File: src/rtl/ssx_pkg.sv
package ssx_pkg;

    typedef enum logic [1:0] {
        REG_TXBUF = 2'd0,
        REG_RXBUF = 2'd1,
        REG_CTRL  = 2'd2,
        REG_STAT  = 2'd3
    } reg_addr_e;

    localparam int OVR_BIT = 3;

    typedef struct packed {
        logic rx_en;
        logic tx_en;
    } ctrl_t;

    typedef struct packed {
        logic ovr;
        logic rx_full;
        logic tx_done;
        logic tx_empty;
    } stat_t;

    function automatic logic start_allowed(ctrl_t c, logic tx_empty, logic ovr_next);
        if (ovr_next) return 1'b0;
        if (c.tx_en)  return !tx_empty;
        return c.rx_en;
    endfunction

endpackage

File: src/rtl/ssx_sck_gen.sv
module ssx_sck_gen #(
    parameter int DIV     = 4,
    parameter int FRAME_W = 8
) (
    input  logic clk,
    input  logic rst,
    input  logic start_ok,
    output logic sck,
    output logic busy,
    output logic rise,
    output logic fall,
    output logic last,
    output logic start
);
    localparam int HALVES = 2 * FRAME_W;
    localparam int DW     = (DIV > 1) ? $clog2(DIV) : 1;
    localparam int HW     = $clog2(HALVES);

    logic [DW-1:0] div_q;
    logic [HW-1:0] half_q;
    logic          busy_q;
    logic          sck_q;
    logic          half_end;

    always_comb begin
        half_end = busy_q && (div_q == DW'(DIV - 1));
        rise     = half_end && !half_q[0];
        fall     = half_end && half_q[0] && (half_q != HW'(HALVES - 1));
        last     = half_end && (half_q == HW'(HALVES - 1));
    end

    assign start = start_ok && (!busy_q || last);
    assign sck   = sck_q;
    assign busy  = busy_q;

    always_ff @(posedge clk) begin
        if (rst) begin
            busy_q <= 1'b0;
            sck_q  <= 1'b1;
            div_q  <= '0;
            half_q <= '0;
        end else if (start) begin
            busy_q <= 1'b1;
            sck_q  <= 1'b0;
            div_q  <= '0;
            half_q <= '0;
        end else if (busy_q) begin
            if (half_end) begin
                div_q <= '0;
                if (last) begin
                    busy_q <= 1'b0;
                end else begin
                    half_q <= half_q + HW'(1);
                    sck_q  <= ~sck_q;
                end
            end else begin
                div_q <= div_q + DW'(1);
            end
        end
    end
endmodule

File: src/rtl/ssx_tx.sv
module ssx_tx #(
    parameter int FRAME_W = 8
) (
    input  logic               clk,
    input  logic               rst,
    input  logic               en,
    input  logic               wr,
    input  logic [FRAME_W-1:0] wdata,
    input  logic               start,
    input  logic               fall,
    input  logic               last,
    output logic               txd,
    output logic               empty,
    output logic               done,
    output logic [FRAME_W-1:0] buf_q
);
    logic [FRAME_W-1:0] shreg;
    logic               active;

    always_ff @(posedge clk) begin
        if (rst) begin
            buf_q  <= '0;
            shreg  <= '0;
            txd    <= 1'b1;
            empty  <= 1'b1;
            done   <= 1'b1;
            active <= 1'b0;
        end else begin
            if (start) begin
                active <= en;
                if (en) begin
                    shreg <= buf_q;
                    txd   <= buf_q[0];
                    empty <= 1'b1;
                    done  <= 1'b0;
                end
            end else if (fall && active) begin
                shreg <= shreg >> 1;
                txd   <= shreg[1];
            end
            if (last && active && empty && !wr)
                done <= 1'b1;
            if (wr) begin
                buf_q <= wdata;
                empty <= 1'b0;
                done  <= 1'b0;
            end
        end
    end
endmodule

File: src/rtl/ssx_rx.sv
module ssx_rx #(
    parameter int FRAME_W = 8
) (
    input  logic               clk,
    input  logic               rst,
    input  logic               en,
    input  logic               rxd,
    input  logic               start,
    input  logic               rise,
    input  logic               last,
    input  logic               rd,
    input  logic               ovr_clr,
    output logic [FRAME_W-1:0] buf_q,
    output logic               full,
    output logic               ovr,
    output logic               ovr_next
);
    logic [FRAME_W-1:0] shreg;
    logic               active;
    logic               overrun;
    logic               store;

    always_comb begin
        overrun  = last && active && full && !rd;
        store    = last && active && !overrun;
        ovr_next = overrun || (ovr && !ovr_clr);
    end

    always_ff @(posedge clk) begin
        if (rst) begin
            buf_q  <= '0;
            shreg  <= '0;
            full   <= 1'b0;
            ovr    <= 1'b0;
            active <= 1'b0;
        end else begin
            if (start)
                active <= en;
            if (rise && active)
                shreg <= {rxd, shreg[FRAME_W-1:1]};
            if (rd)
                full <= 1'b0;
            if (store) begin
                buf_q <= shreg;
                full  <= 1'b1;
            end
            ovr <= ovr_next;
        end
    end
endmodule

File: src/rtl/ssx_sync_port.sv
module ssx_sync_port #(
    parameter int DIV     = 4,
    parameter int FRAME_W = 8
) (
    input  logic               clk,
    input  logic               rst,
    input  logic               bus_sel,
    input  logic               bus_we,
    input  logic [1:0]         bus_addr,
    input  logic [FRAME_W-1:0] bus_wdata,
    output logic [FRAME_W-1:0] bus_rdata,
    output logic               sck_o,
    output logic               txd_o,
    input  logic               rxd_i
);
    import ssx_pkg::*;

    ctrl_t              ctrl;
    stat_t              stat;
    logic               wr_tx, rd_rx, wr_ctrl, wr_stat, ovr_clr;
    logic               tx_empty, tx_done, rx_full, ovr, ovr_next;
    logic [FRAME_W-1:0] tx_buf, rx_buf;
    logic               start_ok, busy, rise, fall, last, start;

    always_comb begin
        wr_tx   = bus_sel &&  bus_we && (reg_addr_e'(bus_addr) == REG_TXBUF);
        rd_rx   = bus_sel && !bus_we && (reg_addr_e'(bus_addr) == REG_RXBUF);
        wr_ctrl = bus_sel &&  bus_we && (reg_addr_e'(bus_addr) == REG_CTRL);
        wr_stat = bus_sel &&  bus_we && (reg_addr_e'(bus_addr) == REG_STAT);
        ovr_clr = wr_stat && !bus_wdata[OVR_BIT];
    end

    always_ff @(posedge clk) begin
        if (rst)
            ctrl <= '0;
        else if (wr_ctrl)
            ctrl <= ctrl_t'(bus_wdata[1:0]);
    end

    assign start_ok = start_allowed(ctrl, tx_empty, ovr_next);

    ssx_sck_gen #(.DIV(DIV), .FRAME_W(FRAME_W)) u_sck (
        .clk(clk), .rst(rst), .start_ok(start_ok), .sck(sck_o), .busy(busy),
        .rise(rise), .fall(fall), .last(last), .start(start)
    );

    ssx_tx #(.FRAME_W(FRAME_W)) u_tx (
        .clk(clk), .rst(rst), .en(ctrl.tx_en), .wr(wr_tx), .wdata(bus_wdata),
        .start(start), .fall(fall), .last(last), .txd(txd_o),
        .empty(tx_empty), .done(tx_done), .buf_q(tx_buf)
    );

    ssx_rx #(.FRAME_W(FRAME_W)) u_rx (
        .clk(clk), .rst(rst), .en(ctrl.rx_en), .rxd(rxd_i), .start(start),
        .rise(rise), .last(last), .rd(rd_rx), .ovr_clr(ovr_clr),
        .buf_q(rx_buf), .full(rx_full), .ovr(ovr), .ovr_next(ovr_next)
    );

    always_comb begin
        stat = '{ovr: ovr, rx_full: rx_full, tx_done: tx_done, tx_empty: tx_empty};
        case (reg_addr_e'(bus_addr))
            REG_TXBUF: bus_rdata = tx_buf;
            REG_RXBUF: bus_rdata = rx_buf;
            REG_CTRL:  bus_rdata = FRAME_W'(ctrl);
            default:   bus_rdata = FRAME_W'(stat);
        endcase
    end
endmodule

File: config.mk
export PLATFORM = sky130hd
export DESIGN_NAME = ssx_sync_port
export DESIGN_NICKNAME = d
export VERILOG_FILES = /design/src/rtl/ssx_pkg.sv /design/src/rtl/ssx_sck_gen.sv /design/src/rtl/ssx_tx.sv /design/src/rtl/ssx_rx.sv /design/src/rtl/ssx_sync_port.sv
export SDC_FILE = /design/constraint.sdc
export NUM_CORES = 1
export LEC_CHECK = 0
export BUFFER_PORTS_ARGS = -buffer_cell sky130_fd_sc_hd__buf_2
export CAP_MARGIN = 30
export CORE_UTILIZATION = 43
export CTS_CLUSTER_DIAMETER = 100
export DETAILED_ROUTE_END_ITERATION = 12
export PLACE_DENSITY_LB_ADDON = 0.05
export SETUP_SLACK_MARGIN = 0.15
export SLEW_MARGIN = 20
export SYNTH_ARGS = -nofsm -noshare
export SYNTH_HDL_FRONTEND = slang
export SYNTH_SLANG_ARGS = --single-unit
export TNS_END_PERCENT = 20
File: constraint.sdc
create_clock -name clk -period 2.7 [get_ports clk]
set_input_delay 0.27 -clock clk [delete_from_list [all_inputs] [get_ports clk]]
set_output_delay 0.27 -clock clk [all_outputs]
set_load 0.02 [all_outputs]
==> load_flow_metrics.sql, run 1 <==
INSERT INTO impl_metrics (metric_group, metric, value, unit) VALUES
('outcome', 'outcome', 'completed', ''),
('die', 'area_of_the_placeable_core', '4755', 'µm²'),
('routing', 'vias', '1674', ''),
('yosys', 'synthDominantAreaCellType', 'sky130_fd_sc_hd__dfxtp_1', ''),
('cells_and_area', 'layout.cells.most_common', 'sky130_fd_sc_hd__dfxtp_1', ''),
('yosys', 'yosys-top-cells-area', 'sky130_fd_sc_hd__dfxtp_1 (45%), sky130_fd_sc_hd__mux2i_1 (8.0%), sky130_fd_sc_hd__nand2_1 (7.1%)', ''),
('die', 'ios', '25', ''),
('die', 'fp.dieW', '72.35', 'µm'),
('clock_tree', 'clock_sinks', '48', ''),
('worst_setup_path', 'cp-end-kind', 'flop', ''),
('worst_setup_path', 'slowest_cell_on_crit_path', 'sky130_fd_sc_hd__dfxtp_1', ''),
('power', 'internal_power', '0.001015', 'W'),
('clock_tree', 'cts_repair_resize_count', '0', ''),
('cells_and_area', 'fin_util', '50.11', '%'),
('placed_design', 'hpwlAfterDp', '3225', 'µm'),
('worst_setup_path', 'max_stage_delay', '0.46', 'ns'),
('worst_setup_path', 'buffer_and_inverter_count_on_the_worst_path', '0', ''),
('placed_design', 'io_buffer_count', '24', ''),
('power', 'power_frac_comb', '5.3', '%'),
('routing', 'finalWirelength', '4490', 'µm'),
('power', 'sw_frac_of_total', '21.79', '%'),
('power', 'power.ir.vdd_worst', '0.2679', 'mV'),
('yosys', 'synth_flop_cell', 'sky130_fd_sc_hd__dfxtp_1', ''),
('clock_tree', 'clock_path_buffers', '2', ''),
('clock_tree', 'total_setup_buffers_inserted_after_cts', '0', ''),
('grt', 'first_global_vias', '1517', ''),
('power', 'clock_power_share', '39.4', '%'),
('clock_tree', 'clock_latency', '0.30', 'ns'),
('yosys', 'synth.distinct_cells', '44', ''),
('worst_setup_path', 'worst_r2r_path_depth', '6', ''),
('yosys', 'synth.yosys.warnings', '0', ''),
('worst_setup_path', 'worstSetupStartpointType', 'flop', ''),
('routing', 'vias_per_cell', '5.215', ''),
('worst_setup_path', 'timing.setup.critical_path_class', 'reg -> reg', ''),
('cells_and_area', 'areaGrowthSynthToFinish', '11.93', '%'),
('yosys', 'syn-cell-area', '2128', 'µm²'),
('grt', 'initial_antenna_violation_count', '0', ''),
('grt', 'global_route.usage.total', '19.21', '%'),
('timing', 'final_critical_path_setup_slack', '0.7591', 'ns'),
('yosys', 'synth.top_cell.area_share', '45.15', '%'),
('routing', 'post_detailed_route_drc_marker_count', '0', ''),
('timing', 'clock.fmax', '0.5152', 'GHz'),
('job', 'timing.max_cap.violations', '0', ''),
('die', 'initial_core_util', '44.76', '%'),
('timing', 'max-slew-margin-rel', '64.36', '%'),
('yosys', 'ys_seq_area_share', '45.15', '%'),
('clock_tree', 'cts_hold_buf', '0', ''),
('routing', 'starting_drc_count_in_detailed_routing', '75', ''),
('power', 'post_layout_power', '0.001297', 'W'),
('timing', 'setup_total_negative_slack', '0', 'ns'),
('yosys', 'yosys_register_bits', '48', ''),
('yosys', 'synth_fp_nets', '250', ''),
('clock_tree', 'cts_root_buffer', 'sky130_fd_sc_hd__clkbuf_8', ''),
('timing', 'setup_repair_after_global_routing_missed_its_margin', 'false', ''),
('worst_setup_path', 'critical_path.cell_chain', 'ha_1 -> and3_2 -> nand4b_4 -> nand3_2 -> nand2_1 -> o221a_1', ''),
('yosys', 'synth_async_sr_flop_share', '0', '%'),
('worst_setup_path', 'setup.reg_to_reg.worst_slack', '0.76', 'ns'),
('placed_design', 'post-place-ws', '0.7751', 'ns'),
('timing', 'maxSlewViolCount', '0', ''),
('timing', 'worst_slew_pin_slew', '0.5326', 'ns'),
('worst_setup_path', 'critical_path_peak_fanout', '11', ''),
('cells_and_area', 'antenna_cells', '0', ''),
('worst_hold_path', 'holdPathStages', '3', ''),
('clock_tree', 'htreeDepth', '2', ''),
('die', 'placement_rows', '25', ''),
('cells_and_area', 'most_frequent_cells_in_the_layout', 'sky130_fd_sc_hd__dfxtp_1 (48), sky130_fd_sc_hd__nand2_1 (40), sky130_fd_sc_hd__nor2_1 (34)', ''),
('timing', 'final_min_period_over_clock_period', '71.89', '%'),
('die', 'die-height', '72.35', 'µm'),
('timing', 'post-route-min-period', '1.941', 'ns'),
('power', 'pwr_density_cell', '544.5', 'nW/µm²'),
('timing', 'worst_setup_skew_after_layout', '0.002610', 'ns');
[power groups by stage]
stage                     Clock, W  Combinational, W  Sequential, W
after detailed placement         0         0.0000686       0.000735
final                     0.000510         0.0000681       0.000719
after CTS                 0.000524         0.0000688       0.000719
after global routing      0.000549         0.0000751       0.000720
after global placement           0         0.0000684       0.000735
after floorplan                  0         0.0000475       0.000734
[area by class of cell]
| class | count | area, µm² |
|---|---|---|
| clock buffers | 6 | 72.57 |
| repair buffers | 26 | 135.1 |
| multi-input cells | 170 | 1087 |
| clock inverters | 2 | 35.03 |
| well taps | 67 | 83.83 |
| inverters | 2 | 7.507 |
| flip-flops and latches | 48 | 960.9 |
| fillers | 498 | 2372 |
[worst paths after layout]
| check | from | endpoint |
|---|---|---|
| setup / recovery | u_sck.half_q[0] | u_tx.shreg[1] |
| hold / removal | rxd_i | u_rx.shreg[7] |
| setup reg to reg | u_sck.half_q[0] | u_tx.shreg[1] |
| hold reg to reg | u_rx.shreg[0] | u_rx.shreg[0] |
[per-stage QoR]
| stage | cells | cell area, µm² |
|---|---|---|
| finish | 321 | 2382 |
| CTS | 321 | 2382 |
| floorplan | 233 | 2128 |
| global placement | 313 | 2275 |
| detailed placement | 313 | 2275 |
| global route | 321 | 2382 |
[synth_stat cells (3+ instances only)]
master	n
sky130_fd_sc_hd__o21ai_0	3
sky130_fd_sc_hd__nand4_1	4
sky130_fd_sc_hd__nor2_1	34
sky130_fd_sc_hd__mux2i_1	17
sky130_fd_sc_hd__o221a_1	6
sky130_fd_sc_hd__nand3_1	6
sky130_fd_sc_hd__nand2_1	40
sky130_fd_sc_hd__a21oi_1	25
sky130_fd_sc_hd__dfxtp_1	48
sky130_fd_sc_hd__clkbuf_1	7
[worst register-to-register path, stage by stage (launching register included)]
cell,delay [ns]
sky130_fd_sc_hd__dfxtp_1,0.46
sky130_fd_sc_hd__ha_1,0.24
sky130_fd_sc_hd__and3_2,0.28
sky130_fd_sc_hd__nand4b_4,0.16
sky130_fd_sc_hd__nand3_2,0.22
sky130_fd_sc_hd__nand2_1,0.20
sky130_fd_sc_hd__o221a_1,0.27
[layer usage]
layer,up-vias,GRT usage [%],share of wire [%]
met5,-,0,0
met4,0,7.190,1.7
met3,8,4.306,4.2
met2,28,27.41,42
met1,779,28.14,52
li1,859,-,-
[flip-flops by register name, summed over array words and instances (netlist names), 2 cells and up]
signal	flops
u_tx.buf_q	8
u_tx.shreg	7
u_sck.half_q	4
ctrl	2
u_rx.shreg	8
u_rx.buf_q	8
u_sck.div_q	2
[kinds of logic after synthesis]
logic type                 after synthesis  synth area share (%)
AOI/OAI and AO/OA                       43                 13.46
xor gates and xnor gates                 3                 1.235
adders and majority gates                2                 1.176
buffers and inverters                   15                 3.762
DFF                                     48                 45.15
muxes                                   19                 10.11
and+or+nand+nor                        103                 25.10
No activity file was read; power rests on OpenSTA's default activity.
==> run 2, diff against run 1 <==
==> constraint.sdc (replaced) <==
create_clock -name clk -period 1.6 [get_ports clk]
set_input_delay 0.16 -clock clk [delete_from_list [all_inputs] [get_ports clk]]
set_output_delay 0.16 -clock clk [all_outputs]
set_load 0.02 [all_outputs]
==> run 2 against run 1 <==
Die area unchanged. Clock skew grew 0.0054 ns. Clock power grew 56%. Critical path depth up 1. Sequential power increased by 68%. Final cell count up 6.5%. Non-clock buffer count rose by 21. First-iteration DRC count is 32% higher. Count of clock-buffer cells in the layout up 1. Total power rose by 65%. Global-route usage grew 1.0 points. Largest power group unchanged. Highest routed layer unchanged.
==> load_flow_metrics.sql, run 2 (synthesized netlist as in run 1, its figures left out) <==
INSERT INTO impl_metrics (metric_group, metric, value, unit) VALUES
('outcome', 'outcome', 'completed', ''),
('routing', 'vias', '1749', ''),
('timing', 'final_min_period_over_clock_period', '96.24', '%'),
('power', 'power.leakage', '1.062', 'nW'),
('clock_tree', 'cts_root_buffer', 'sky130_fd_sc_hd__clkbuf_8', ''),
('timing', 'finalSetupViolCount', '0', ''),
('power', 'seq_power_share', '56.6', '%'),
('power', 'pwr_density_cell', '806.3', 'nW/µm²'),
('worst_setup_path', 'worst_r2r_path_depth', '7', ''),
('cells_and_area', 'final_design_area_no_fill', '2651', 'µm²'),
('routing', 'firstDrtPassIters', '4', ''),
('grt', 'first_pass_grt_wire_length', '7921', 'µm'),
('worst_hold_path', 'worstHoldEndpoint', 'u_tx.buf_q[7]', ''),
('routing', 'starting_drc_count_in_detailed_routing', '99', ''),
('clock_tree', 'tritoncts', 'done', ''),
('power', 'power.ir.vdd_worst', '0.4936', 'mV'),
('routing', 'vias_per_cell', '5.114', ''),
('clock_tree', 'clock_path_buffers', '2', ''),
('routing', 'routedWlPerCell', '13.76', 'µm'),
('timing', 'final_critical_path_setup_slack', '0.06011', 'ns'),
('worst_hold_path', 'min_path_type', 'in -> reg', ''),
('die', 'area_of_the_placeable_core', '4755', 'µm²'),
('grt', 'largest_net_degree_at_the_start_of_global_routing', '27', ''),
('grt', 'global_route.usage.total', '20.21', '%'),
('cells_and_area', 'layout.area.seq', '972.2', 'µm²'),
('timing', 'worst_setup_skew_after_layout', '0.008034', 'ns'),
('power', 'power_frac_comb', '6.2', '%'),
('die', 'die-height', '72.35', 'µm'),
('clock_tree', 'clock_latency', '0.30', 'ns'),
('worst_setup_path', 'worstReg2RegEnd', 'u_tx.shreg[7]', ''),
('routing', 'finalWirelength', '4707', 'µm'),
('placed_design', 'io_buffer_count', '24', ''),
('timing', 'max-slew-margin-rel', '68.82', '%'),
('cells_and_area', 'layout.cells.most_common', 'sky130_fd_sc_hd__dfxtp_1', ''),
('job', 'timing.max_cap.violations', '0', ''),
('timing', 'timing.final.hold_violations', '0', ''),
('power', 'sw_frac_of_total', '22.35', '%'),
('worst_hold_path', 'min-delay-start', 'bus_wdata[7]', ''),
('cells_and_area', 'areaGrowthSynthToFinish', '24.57', '%'),
('clock_tree', 'num_cts_buffers', '5', ''),
('worst_setup_path', 'critical_path_peak_fanout', '4', ''),
('cells_and_area', 'fin_util', '55.76', '%'),
('clock_tree', 'worst_setup_hold_path_clk_slew', '0.09', 'ns'),
('placed_design', 'hpwlAfterDp', '3426', 'µm'),
('timing', 'whs', '0.08821', 'ns'),
('cells_and_area', 'final_net_count', '291', ''),
('clock_tree', 'clock_sinks', '48', ''),
('worst_setup_path', 'crit_arrival', '1.79', 'ns'),
('worst_setup_path', 'slowest_cell_on_crit_path', 'sky130_fd_sc_hd__dfxtp_1', ''),
('grt', 'first_global_vias', '1618', ''),
('cells_and_area', 'most_frequent_cells_in_the_layout', 'sky130_fd_sc_hd__dfxtp_1 (43), sky130_fd_sc_hd__nand2_1 (39), sky130_fd_sc_hd__nor2_1 (34)', ''),
('timing', 'worst_slew_pin_slew', '0.4677', 'ns'),
('timing', 'setup_total_negative_slack', '0', 'ns'),
('die', 'placement_rows', '25', ''),
('timing', 'maxSlewViolCount', '0', ''),
('worst_setup_path', 'cp-end-kind', 'flop', ''),
('grt', 'initial_antenna_violation_count', '0', ''),
('worst_setup_path', 'critical_path.cell_chain', 'or2b_1 -> a21oi_2 -> buf_4 -> buf_6 -> and4_1 -> a31oi_2 -> nor2_1', ''),
('placed_design', 'post-place-ws', '0.01737', 'ns'),
('power', 'net_switching_power_of_the_design', '0.0004778', 'W'),
('die', 'initial_core_util', '44.76', '%'),
('worst_setup_path', 'worstSetupStartpointType', 'flop', ''),
('clock_tree', 'htreeDepth', '2', ''),
('power', 'clock_power_share', '37.2', '%'),
('worst_hold_path', 'holdPathStages', '3', ''),
('routing', 'post_detailed_route_drc_marker_count', '0', ''),
('timing', 'post-route-min-period', '1.540', 'ns'),
('timing', 'setup_repair_after_global_routing_missed_its_margin', 'true', ''),
('worst_setup_path', 'worst_r2r_src', 'ctrl[0]', ''),
('routing', 'ant_nets', '0', ''),
('cells_and_area', 'n_fill_cell', '460', ''),
('worst_setup_path', 'max_stage_delay', '0.39', 'ns'),
('worst_setup_path', 'required', '1.85', 'ns'),
('power', 'internal_power', '0.001660', 'W'),
('placed_design', 'post_dp_cell_area', '2420', 'µm²'),
('grt', 'overflow', '0', ''),
('cells_and_area', 'largest_registers', 'u_rx.buf_q (8), u_rx.shreg (8), u_tx.buf_q (8)', ''),
('worst_setup_path', 'setup.reg_to_reg.worst_slack', '0.06', 'ns'),
('worst_setup_path', 'timing.setup.critical_path_class', 'reg -> reg', ''),
('placed_design', 'gp_congestion', '0.7836', ''),
('timing', 'clock.fmax', '0.6494', 'GHz'),
('die', 'die_footprint', '5235', 'µm²'),
('cells_and_area', 'drive_above_1_share', '29.09', '%'),
('cells_and_area', 'antenna_cells', '0', ''),
('cells_and_area', 'multi_input_comb_area', '1162', 'µm²'),
('die', 'fp.dieW', '72.35', 'µm'),
('die', 'ios', '25', '');
==> run 2: cell types whose count changed in the layout (fill, tap and decap cells not counted), moves of 2 or more <==
cell | before | now
sky130_fd_sc_hd__ha_4 | 0 | 2
sky130_fd_sc_hd__ha_1 | 2 | 0
sky130_fd_sc_hd__dfxtp_2 | 0 | 3
sky130_fd_sc_hd__buf_6 | 0 | 4
sky130_fd_sc_hd__dfxtp_1 | 48 | 43
sky130_fd_sc_hd__buf_4 | 2 | 19
sky130_fd_sc_hd__dfxtp_4 | 0 | 2
==> run 2: worst max path at each step <==
stage / from / end / slack (ns) / depth (start not counted)
floorplan: u_sck.half_q[0] / u_rx.buf_q[0] / 0.14 / 6
global placement: u_sck.half_q[0] / u_tx.shreg[5] / 0.05 / 5
detailed placement: u_sck.half_q[0] / u_tx.shreg[4] / 0.02 / 5
CTS: ctrl[1] / bus_rdata[1] / 0.07 / 3
global route: u_sck.div_q[0] / u_tx.shreg[7] / -0.002 / 8
finish: ctrl[0] / u_tx.shreg[7] / 0.06 / 7
==> run 2: layer usage <==
layer | track usage [%] | vias up | wire (µm)
met5 | 0 | - | 0
met4 | 6.536 | 0 | 63
met3 | 5.000 | 6 | 167
met2 | 30.74 | 26 | 2079
met1 | 28.11 | 821 | 2396
li1 | - | 896 | -
==> run 2: per-stage QoR <==
stage	cells	total power, W
floorplan	233	0.001318
global placement	325	0.001365
detailed placement	325	0.001365
CTS	340	0.002170
global route	342	0.002230
finish	342	0.002138
==> run 2: what timing repair did <==
action / 4_1_cts / 5_1_grt
pin swaps: 3 / 5
endpoints found under the setup margin: 25 / 31
buffers inserted: 7 / 2
gates resized for setup: 9 / 4
hold buffers: 0 / 0
==> run 2: power groups by stage <==
stage	registers, W	clock network (W)	logic, W
floorplan	0.00124	0	0.0000803
global placement	0.00124	0	0.000127
detailed placement	0.00124	0	0.000127
CTS	0.00121	0.000827	0.000133
global route	0.00121	0.000873	0.000146
finish	0.00121	0.000796	0.000132
==> run 2: worst max-delay path, delay by kind of cell (launching register included) <==
kind | cells | cell delay, ns
AOI/OAI and AO/OA | 2 | 0.24
buffers and inverters | 2 | 0.23
DFF | 1 | 0.39
and+or+nand+nor | 3 | 0.62
==> run 2: final cells by class <==
cell class              count  area share [%]
multi-input cells         170           43.84
flip-flops and latches     48           36.67
repair buffers             47           12.18
clock buffers               7           3.681
well taps                  67           3.162
inverters                   2          0.2832
clock inverters             1          0.1888
